File: src/rtl/trap_entry_pkg.sv
package trap_entry_pkg;
    localparam int unsigned TT_W        = 8;
    localparam int unsigned ENTRY_SHIFT = 4;
    localparam int unsigned IRQ_TT_LO   = 16;
    localparam int unsigned IRQ_TT_HI   = 31;

    typedef enum logic [0:0] {
        ST_IDLE   = 1'b0,
        ST_COMMIT = 1'b1
    } tec_state_e;
endpackage

File: src/rtl/tec_window_rotate.sv
module tec_window_rotate #(
    parameter int unsigned NWIN = 8,
    parameter int unsigned CW   = $clog2(NWIN)
) (
    input  logic [CW-1:0] cwp_cur,
    output logic [CW-1:0] cwp_trap
);
    localparam bit POW2 = ((1 << CW) == NWIN);

    generate
        if (POW2) begin : g_pow2
            always_comb cwp_trap = cwp_cur - CW'(1);
        end else begin : g_wrap
            always_comb begin
                if (cwp_cur == '0) cwp_trap = CW'(NWIN - 1);
                else               cwp_trap = cwp_cur - CW'(1);
            end
        end
    endgenerate
endmodule

File: src/rtl/tec_vector_form.sv
module tec_vector_form #(
    parameter int unsigned XLEN  = 32,
    parameter int unsigned TTW   = 8,
    parameter int unsigned SHIFT = 4,
    parameter int unsigned TBA_W = XLEN - TTW - SHIFT
) (
    input  logic [TBA_W-1:0] tba,
    input  logic [TTW-1:0]   tt,
    output logic [XLEN-1:0]  tbr,
    output logic [XLEN-1:0]  tbr_plus4
);
    always_comb begin
        tbr       = {tba, tt, {SHIFT{1'b0}}};
        tbr_plus4 = tbr + XLEN'(4);
    end
endmodule

File: src/rtl/tec_accept_gate.sv
module tec_accept_gate #(
    parameter int unsigned TTW   = 8,
    parameter int unsigned IRQLO = 16,
    parameter int unsigned IRQHI = 31
) (
    input  logic           idle,
    input  logic           req,
    input  logic           rst_kind,
    input  logic           et,
    input  logic [TTW-1:0] tt,
    output logic           accept,
    output logic           irq_class
);
    always_comb begin
        accept    = idle && req && (rst_kind || et);
        irq_class = (32'(tt) >= IRQLO) && (32'(tt) <= IRQHI);
    end
endmodule

File: src/rtl/trap_entry_ctrl.sv
module trap_entry_ctrl
    import trap_entry_pkg::*;
#(
    parameter int unsigned XLEN  = 32,
    parameter int unsigned NWIN  = 8,
    parameter int unsigned PIL_W = 4
) (
    input  logic                                 clk,
    input  logic                                 rst_n,
    input  logic                                 trap_req,
    input  logic                                 trap_rst,
    input  logic [TT_W-1:0]                      trap_tt,
    input  logic [XLEN-1:0]                      pc_in,
    input  logic [XLEN-1:0]                      npc_in,
    input  logic                                 et_in,
    input  logic                                 s_in,
    input  logic [$clog2(NWIN)-1:0]              cwp_in,
    input  logic [PIL_W-1:0]                     pil_in,
    input  logic [XLEN-TT_W-ENTRY_SHIFT-1:0]     tba_in,
    output logic [XLEN-1:0]                      pc_out,
    output logic [XLEN-1:0]                      npc_out,
    output logic                                 et_out,
    output logic                                 s_out,
    output logic                                 ps_out,
    output logic [$clog2(NWIN)-1:0]              cwp_out,
    output logic [PIL_W-1:0]                     pil_out,
    output logic [XLEN-1:0]                      tbr_out,
    output logic                                 irq_entry,
    output logic                                 done,
    output logic                                 rf_we,
    output logic [$clog2(NWIN)-1:0]              rf_win,
    output logic [XLEN-1:0]                      rf_pc_data,
    output logic [XLEN-1:0]                      rf_npc_data
);
    localparam int unsigned CW    = $clog2(NWIN);
    localparam int unsigned TBA_W = XLEN - TT_W - ENTRY_SHIFT;

    tec_state_e        state_q, state_d;
    logic              accept, irq_class;
    logic [CW-1:0]     cwp_trap;
    logic [XLEN-1:0]   tbr_new, tbr_plus4;

    tec_accept_gate #(.TTW(TT_W), .IRQLO(IRQ_TT_LO), .IRQHI(IRQ_TT_HI)) u_gate (
        .idle      (state_q == ST_IDLE),
        .req       (trap_req),
        .rst_kind  (trap_rst),
        .et        (et_in),
        .tt        (trap_tt),
        .accept    (accept),
        .irq_class (irq_class)
    );

    tec_window_rotate #(.NWIN(NWIN), .CW(CW)) u_rot (
        .cwp_cur  (cwp_in),
        .cwp_trap (cwp_trap)
    );

    tec_vector_form #(.XLEN(XLEN), .TTW(TT_W), .SHIFT(ENTRY_SHIFT), .TBA_W(TBA_W)) u_vec (
        .tba       (tba_in),
        .tt        (trap_tt),
        .tbr       (tbr_new),
        .tbr_plus4 (tbr_plus4)
    );

    // next-state logic
    always_comb begin
        state_d = state_q;
        unique case (state_q)
            ST_IDLE:   if (accept) state_d = ST_COMMIT;   // accept
            ST_COMMIT: state_d = ST_IDLE;                 // release
        endcase
    end

    // state register
    always_ff @(posedge clk) begin
        if (!rst_n) state_q <= ST_IDLE;
        else        state_q <= state_d;
    end

    // output registers
    always_ff @(posedge clk) begin
        if (!rst_n) begin
            pc_out      <= '0;
            npc_out     <= XLEN'(4);
            et_out      <= 1'b0;
            s_out       <= 1'b1;
            ps_out      <= 1'b0;
            cwp_out     <= '0;
            pil_out     <= '0;
            tbr_out     <= '0;
            irq_entry   <= 1'b0;
            done        <= 1'b0;
            rf_we       <= 1'b0;
            rf_win      <= '0;
            rf_pc_data  <= '0;
            rf_npc_data <= '0;
        end else begin
            done  <= accept;
            rf_we <= accept;
            if (accept) begin
                pc_out      <= trap_rst ? '0 : tbr_new;
                npc_out     <= trap_rst ? XLEN'(4) : tbr_plus4;
                et_out      <= 1'b0;
                s_out       <= trap_rst ? 1'b1 : s_in;
                ps_out      <= s_in;
                cwp_out     <= cwp_trap;
                pil_out     <= pil_in;
                tbr_out     <= tbr_new;
                irq_entry   <= irq_class;
                rf_win      <= cwp_trap;
                rf_pc_data  <= pc_in;
                rf_npc_data <= npc_in;
            end
        end
    end

    assert_done_pulse_R2: assert property (@(posedge clk) disable iff (!rst_n)
        done |=> !done);

    assert_blocked_req_R3: assert property (@(posedge clk) disable iff (!rst_n)
        (state_q == ST_IDLE && trap_req && !et_in && !trap_rst) |=> (!done && !rf_we));

    assert_status_R4: assert property (@(posedge clk) disable iff (!rst_n)
        done |-> (!et_out && ps_out == $past(s_in)));

    assert_cwp_step_R5: assert property (@(posedge clk) disable iff (!rst_n)
        done |-> (cwp_out == (($past(cwp_in) == '0) ? CW'(NWIN - 1) : $past(cwp_in) - CW'(1))));

    assert_save_R6: assert property (@(posedge clk) disable iff (!rst_n)
        rf_we |-> (rf_pc_data == $past(pc_in) && rf_npc_data == $past(npc_in)));

    assert_tbr_R7: assert property (@(posedge clk) disable iff (!rst_n)
        done |-> (tbr_out[TT_W+ENTRY_SHIFT-1:ENTRY_SHIFT] == $past(trap_tt)
                  && tbr_out[ENTRY_SHIFT-1:0] == '0));

    assert_vector_R8_R9: assert property (@(posedge clk) disable iff (!rst_n)
        done |-> ((pc_out == '0 && npc_out == XLEN'(4))
                  || (pc_out == tbr_out && npc_out == tbr_out + XLEN'(4))));

    assert_pil_kept_R10: assert property (@(posedge clk) disable iff (!rst_n)
        done |-> (pil_out == $past(pil_in)));

    assert_busy_ignore_R11: assert property (@(posedge clk) disable iff (!rst_n)
        (state_q == ST_COMMIT) |=> !done);
endmodule

File: config.mk
export PLATFORM = sky130hd
export DESIGN_NAME = trap_entry_ctrl
export DESIGN_NICKNAME = d
export VERILOG_FILES = /design/src/rtl/trap_entry_pkg.sv /design/src/rtl/tec_window_rotate.sv /design/src/rtl/tec_vector_form.sv /design/src/rtl/tec_accept_gate.sv /design/src/rtl/trap_entry_ctrl.sv
export SDC_FILE = /design/constraint.sdc
export NUM_CORES = 1
export LEC_CHECK = 0
export CORE_MARGIN = 3
export CORE_UTILIZATION = 35
export DETAILED_ROUTE_END_ITERATION = 16
export PLACE_DENSITY = 0.76
export SLEW_MARGIN = 10
export SYNTH_ARGS = -nofsm -noshare
export SYNTH_HDL_FRONTEND = slang
export SYNTH_SLANG_ARGS = --single-unit
File: constraint.sdc
create_clock -name clk -period 1.3 [get_ports clk]
set_input_delay 0.13 -clock clk [delete_from_list [all_inputs] [get_ports clk]]
set_output_delay 0.13 -clock clk [all_outputs]
set_load 0.005 [all_outputs]
## Word-level counts from Yosys, hierarchy flattened

Cells that the tools add are included.

- Logic and storage cells: 26
- Output and inout port bits: 176
- Input port bits: 105
- Bits in registers: 168

- Bitwise logic cells: 1
- $add $sub $neg: 2
- Multiplexer cells: 5
- Reduce and logical (&&, ||, !) cells: 4
- Magnitude comparators: 2

Operators with widths:

| operator | count |
|---|---|
| $mux 32 | 2 |
| $add 32x3->32 const B | 1 |
| $ge 8x5->1 const B | 1 |
| $le 8x5->1 const B | 1 |
| $logic_and 1x1->1 | 3 |
| $sub 3x1->3 const B | 1 |
| $mux 1 | 2 |
| $pmux 1 s2 | 1 |
| $logic_or 1x1->1 | 1 |
| $not 1->1 | 1 |

## Depth between registers and ports, before layout

Gate-level depths: netlist of the first run.

- Word-level depth: 5
- Depth in mapped cells: 6
- Mapped depth without buffers: 5

## Cells and area by module

Synthesis of the first run repeated with hierarchy kept, for this count alone.

- Cell total of the unflattened synthesis: 680
- Area, all modules: 7134.3 um^2

Modules (own cells, without submodules):

| module | instances | cells each | area an instance (um^2) | seq. area each (um^2) |
|---|---|---|---|---|
| trap_entry_ctrl | 1 | 607 | 6588.8 | 3443.3 |
| tec_vector_form | 1 | 66 | 488.0 | 0.0 |
| tec_window_rotate | 1 | 5 | 32.5 | 0.0 |
| tec_accept_gate | 1 | 2 | 25.0 | 0.0 |

## Least setup slack after synthesis of the first run

Ideal clock, no wire load.

- Path type: reg-to-reg
- Start point: register state_q
- End point: register pil_out[3]
- Buffers on the path: 2
- Period minus slack after synthesis: 1.105 ns
- Arrival time: 1.030 ns
- Library setup time: 0.076 ns
- Required time: 1.224 ns
- Stages on the path, launching flop included: 6
- Setup slack: 0.195 ns
- Cells stage by stage: dfxtp_1 -> nand2b_1 -> buf_2 -> clkbuf_1 -> o21ai_0 -> a21boi_0

- Longest elaborated chain between the ends: 3

Ends and longest elaborated chain:

| element | RTL line | text |
|---|---|---|
| from (decl) | trap_entry_ctrl.sv:38 | `tec_state_e state_q, state_d;` |
| from (signal assigned) | trap_entry_ctrl.sv:77 | `else state_q <= state_d;` |
| $not 1->1 | n/a |  |
| $logic_and 1x1->1 (2 in a row) | tec_accept_gate.sv:15 | `accept = idle && req && (rst_kind \|\| et);` |
| to (signal assigned) | trap_entry_ctrl.sv:107 | `pil_out <= pil_in;` |
| to (decl) | trap_entry_ctrl.sv:26 | `output logic [PIL_W-1:0] pil_out,` |

Every way passes these cells.
A chain may end at the register's enable or synchronous reset.

## Final worst setup path of the first run

- Start point: register state_q
- End point: register rf_npc_data[8]

- Longest elaborated chain between the ends: 3

Ends and longest elaborated chain:

| element | RTL line | text |
|---|---|---|
| $not 1->1 | n/a |  |
| $logic_and 1x1->1 (2 in a row) | tec_accept_gate.sv:15 |  |
| to (signal assigned) | trap_entry_ctrl.sv:112 | `rf_npc_data <= npc_in;` |
| to (decl) | trap_entry_ctrl.sv:33 | `output logic [XLEN-1:0] rf_npc_data` |

Every way passes these cells.

==> results of run 1 <==
[state kept, by name, summed over array words and instances (netlist names), 3 cells and up]
signal and flops:
rf_pc_data 32, npc_out 28, tbr_out 28, rf_win 3
pil_out 4, rf_npc_data 32
[worst paths after layout]
| path | slack [ns] | startpoint | endpoint |
|---|---|---|---|
| max | -0.02 | state_q$_SDFF_PP0_ | rf_npc_data[8]$_SDFFE_PN0P_ |
| min | 0.21 | rst_n | npc_out[11]$_SDFFE_PN0P_ |
| max reg2reg | -0.02 | state_q$_SDFF_PP0_ | rf_npc_data[8]$_SDFFE_PN0P_ |
| min reg2reg | 0.47 | rf_npc_data[0]$_SDFFE_PN0P_ | rf_npc_data[0]$_SDFFE_PN0P_ |
[critical path, stage by stage (launching register included)]
cell and delay, ns:
dfxtp_2 0.32, buf_6 0.11, nor2b_4 0.12, buf_12 0.14
bufbuf_16 0.27, buf_6 0.11, nand3_1 0.07, a21boi_1 0.12
[report_power, final]
| group | switching (mW) | internal (mW) |
|---|---|---|
| combinational | 0.788 | 0.986 |
| clock | 1.74 | 2.95 |
| sequential | 0.0985 | 4.26 |
[through the flow]
| stage | hold slack (ns) | setup TNS [ns] | cell area [µm²] | total power, mW |
|---|---|---|---|---|
| 2_1_floorplan | 0.277 | 0 | 5860 | 5.15 |
| 3_3_place_gp | 0.458 | -33.82 | 8550 | 6.17 |
| 3_5_place_dp | 0.465 | -36.81 | 8550 | 6.18 |
| 4_1_cts | 0.196 | -0.654 | 9130 | 10.8 |
| 5_1_grt | 0.210 | -3.03 | 9350 | 11.3 |
| 6_report | 0.207 | -0.0635 | 9350 | 10.8 |
[metal layers]
metal	vias up	wire length, µm
met3	18	1970
met5	-	0
met1	2784	8250
met2	256	9590
li1	2725	-
met4	0	187
[what timing repair did]
action / 4_1_cts / 5_1_grt
gates resized for setup: 195 / 40
setup buffers: 3 / 2
gates cloned: 4 / 5
setup endpoints to repair: 221 / 124
pin swaps: 0 / 19
[cell families after synthesis]
| family | synth area share |
|---|---|
| compound gates | 0.278 |
| simple gates | 0.143 |
| flops | 0.454 |
| buf+inv | 0.120 |
| other cells | 0.00129 |
| xor+xnor | 0.00151 |
| fa+ha+maj | 0.00215 |
[cells in the final DEF, fill, tap and decap left out, types with 3 or more instances in the layout]
cell type	count
dfxtp_2	29
o211a_1	3
buf_12	15
clkinv_2	4
clkbuf_16	22
conb_1	13
buf_6	5
dfxtp_1	103
nand3_2	10
buf_4	20
clkdlybuf4s50_1	102
a21boi_1	86
nand3_1	90
clkbuf_8	3
dlygate4sd2_1	163
o21ai_0	126
nand4b_1	28
a21boi_0	38
[layout make-up]
cell class	instances	area (µm²)	share of cell area
sequential	132	2680	0.286
inverter	2	7.51	0.000803
tap	216	270	0.0289
clock inverter	9	104	0.0111
multi-input combinational	410	2590	0.277
timing repair buffer	316	3230	0.345
clock buffer	22	474	0.0507
==> metrics, run 1 <==
Post-synth EDFFs 0; final worst path period share 1.02; hold depth 3; CP required 1.64 ns; IO Pins around 280; DR iter-0 viols between 300 and 400; Antenna Nets Post-Route 0; Non-Filler Instances around 1100; number of buffers created by CTS 17; core area 16100 µm²; ys async rst share 0; Setup-failing EPs final 7; cell taking the most area after synthesis dfxtp_1; ANT cells 0; GRT Residual Overflow 0; r2r worst-path depth 7; met3 Use GR 0.0820; gpl congestion about 0.79; placed instance count roughly 1100; RSZ-0062 raised after global routing yes; cell area after synthesis 5810 µm²; top-count cell post-synth dfxtp_1; die width around 130 µm; Die ar. between 15000 and 20000 µm²; end-of-flow core utilization 0.582; Synth top area share 0.454; H-tree lvl count 4; initial antenna violation count 0; Layout area overhead 60.8%; Max Cap Viol 0; vias post-DR between 5000 and 6000; synthesized flop and latch total about 130; Pre-antenna DRT Iters 5; Area contributors post-synth dfxtp_1 45%, o21ai_0 11%, a21boi_1 8.8%; Starting Density 0.362; crit path kind reg -> reg; Layout Nets a little under 1000; wire length per cell about 18 µm; Max Clk Rate 757 MHz; gr busiest metal met2; hold buffer count at cts 0; all-layer global routing usage 0.203; # port buffers between 200 and 300; clk_skew ~0.0063 ns; clk sink count between 100 and 150; mean number of vias per cell around 5.2; Main synth FF type dfxtp_1; clk buf depth 2; largest net degree at the start of global routing approximately 80; Worst-Skew Late Latency 0.41 ns; global-route wire length before repair 29600 µm; DRC 0; vias in the first global route ~5300; layout cells sized above 1 0.140; Avg Cell Area, Syn 8.92 µm²; outcome finished, violations left; failing checks negative setup slack; worst slack at placement -0.363 ns; PwrDens approximately 1200 nW/µm²; Syn Inst Count between 600 and 700; fin worst setup slack -0.0218 ns; HPWL after detailed placement between 10000 and 15000 µm; clock root buffer clkbuf_16; Yosys cell types 24; grt met2 use 0.333; crit start category flop; Synthesis Warnings 0; fin crit period ~1.3 ns; LEAKAGE around 4.1 nW; Crit Path Max Fanout 6; GR met1 Demand/Resource 0.251; # rows 46; Post-synth top cells 132 x dfxtp_1, 127 x o21ai_0, 98 x nand3_1; VDD IR-drop max 0.000831 V; WP data arrival 1.66 ns; Filler cells 1464; detailed-route wire length 20000 µm; CTS tree done; Die Y roughly 130 µm; nature of the critical path endpoint flop; sequential element share of the synthesized area 0.454; Min-Delay Path Class in -> reg; max-slew violations 0; Reg clk slew, reported paths 0.06 ns; Final Hold Fails 0
Power figures use the tool's default switching activity.
==> run 2, diff against run 1 <==
- CTS_BUF_LIST: default -> sky130_fd_sc_hd__clkbuf_8
==> run 2 against run 1 <==
Compared with the run above: the flow now finishes without violations; register-to-register slack improved by 0.03 ns; sequential power about the same; global-route usage decreased by 0.74 points; largest cell class unchanged; largest power group is now registers.
==> metrics, run 2 (synthesis gave the netlist of run 1 again) <==
outcome finished clean; Die Y 135 µm (unchanged); all-layer global routing usage 0.196 (-0.00736); nature of the critical path endpoint flop; Worst-Skew Late Latency 0.44 ns (+0.03 ns); Filler cells 1499 (+2.4%); Starting Density 0.362 (unchanged); total power 9.44 mW (-13%); commonest non-fill, non-tap cell in the layout dlygate4sd2_1; die width 135 µm (unchanged); biggest regs rf_npc_data x32, rf_pc_data x32; max-slew violations 0 (unchanged); start point of the critical path state_q$_SDFF_PP0_; Slowest-stage cell, CP dfxtp_2; commonest non-fill, non-tap cells in the layout 153 x dlygate4sd2_1, 127 x o21ai_0, 103 x clkdlybuf4s50_1; IO Pins 281 (unchanged); worst slack at placement -0.363 ns (unchanged); setup TNS 0 ns (+0.0635 ns); Reg clk slew, reported paths 0.07 ns (about the same); clk_skew 0.0150 ns (+0.00865 ns); ANT cells 0 (unchanged); clk buf depth 2 (unchanged); detailed-route wire length 19300 µm (-3.5%); Layout Nets 988 (+0.30%); Non-Filler Instances 1110 (+0.27%); Cell Chain, Critical Path buf_6 > nor2b_4 > buf_4 > buf_6 > nand3_1 > a21boi_1; Die ar. 18200 µm² (unchanged); crit path kind reg -> reg; Reg2Reg Launch Point state_q$_SDFF_PP0_; crit start category flop; clk sink count 132 (unchanged); vias post-DR 5771 (-0.21%); Antenna Nets Post-Route 0 (unchanged); DRC 0 (unchanged); gpl congestion 0.791 (unchanged); VDD IR-drop max 0.000531 V (-36%); CP required 1.67 ns (+0.03 ns); clock root buffer clkbuf_8; Layout area overhead 55.6%; WP data arrival 1.66 ns (about the same); LEAKAGE 3.97 nW (-4.0%); H-tree lvl count 4 (unchanged); Final Hold Fails 0 (unchanged); core area 16100 µm² (unchanged); HPWL after detailed placement 12600 µm (unchanged); placed instance count 1062 (unchanged); cell repeated most along the worst path buf_6; CTS tree done; Setup-failing EPs final 0 (-7); # port buffers 267 (unchanged); end-of-flow core utilization 0.563 (-0.0190); wire length per cell 17.4 µm (-3.8%); global-route wire length before repair 28600 µm (-3.2%); layout cells sized above 1 0.160 (+0.0197); Crit Path Max Fanout 14 (+8); GRT Residual Overflow 0 (unchanged); # rows 46 (unchanged); Max Cap Viol 0 (unchanged); Max Clk Rate 774 MHz (+2.3%); RSZ-0062 raised after global routing yes; fin crit period 1.29 ns (-0.0293 ns); Min-Delay Path Class in -> reg; Pre-antenna DRT Iters 6 (+1); vias in the first global route 5322 (-0.49%); Reg-to-Reg End tbr_out[8]$_SDFFE_PN0P_; final worst path period share 0.994 (-0.0225); largest net degree at the start of global routing 82 (unchanged); hold buffer count at cts 0 (unchanged); PwrDens 1040 nW/µm² (-9.9%); Worst path max stage delay 0.32 ns (about the same); initial antenna violation count 0 (unchanged); mean number of vias per cell 5.20 (-0.48%); r2r worst-path depth 6 (-1); DR iter-0 viols 329 (-8.9%); fin worst setup slack 0.00750 ns (+0.0293 ns); number of buffers created by CTS 17 (unchanged); reg2reg setup slack 0.007 ns (+0.03 ns); crit path capture tbr_out[8]$_SDFFE_PN0P_
## run 2: worst max-delay path: cells and delay by family, from the launching register on
kind / cells / cell delay [ns]
AO/OA/AOI/OAI: 1 / 0.13
buffers and inverters: 3 / 0.47
flip-flops: 1 / 0.32
AND/OR/NAND/NOR: 2 / 0.31
## run 2: layer usage
| metal | track usage | share of wire | vias up | wire, µm |
|---|---|---|---|---|
| met5 | 0 | 0 | - | 0 |
| met4 | 0.0554 | 0.011 | 0 | 216 |
| met3 | 0.0820 | 0.098 | 21 | 1880 |
| met2 | 0.322 | 0.47 | 255 | 9140 |
| met1 | 0.235 | 0.42 | 2769 | 8050 |
| li1 | - | - | 2726 | - |
## run 2: through the flow
stage                     hold slack, ns  area (µm²)
after detailed placement           0.465        8550
after global placement             0.458        8550
after CTS                          0.149        8880
after global routing               0.158        9050
after floorplan                    0.277        5860
final                              0.178        9050
## run 2: worst min-delay path by stage
| stage | startpoint | endpoint | cells after the start |
|---|---|---|---|
| after global placement | tbr_out[25]$_SDFFE_PN0P_ | tbr_out[25]$_SDFFE_PN0P_ | 2 |
| after global routing | rst_n | npc_out[9]$_SDFFE_PN0P_ | 3 |
| final | rst_n | npc_out[9]$_SDFFE_PN0P_ | 3 |
| after CTS | rst_n | npc_out[9]$_SDFFE_PN0P_ | 3 |
| after floorplan | pil_in[0] | pil_out[0]$_SDFFE_PN0P_ | 2 |
| after detailed placement | tbr_out[29]$_SDFFE_PN0P_ | tbr_out[29]$_SDFFE_PN0P_ | 2 |
## run 2: power breakdown
| part | total (mW) | leakage, nW | switching (mW) | internal (mW) |
|---|---|---|---|---|
| Combinational | 1.69 | 2.67 | 0.764 | 0.921 |
| Clock | 3.40 | 0.203 | 1.58 | 1.82 |
| Sequential | 4.36 | 1.10 | 0.0958 | 4.26 |
## run 2: area by class of cell
type,count,area (µm²),area share
timing repair buffer,319,3110,0.343
clock inverter,11,111,0.0123
multi-input combinational,410,2580,0.285
clock buffer,20,275,0.0304
sequential,132,2700,0.298
inverter,2,7.51,0.000830
tap,216,270,0.0299
## run 2: timing repair
item                       in CTS  in global routing
gates resized for setup       218                 25
buffers inserted               10                  3
cloned                          0                  4
setup endpoints to repair     220                 91
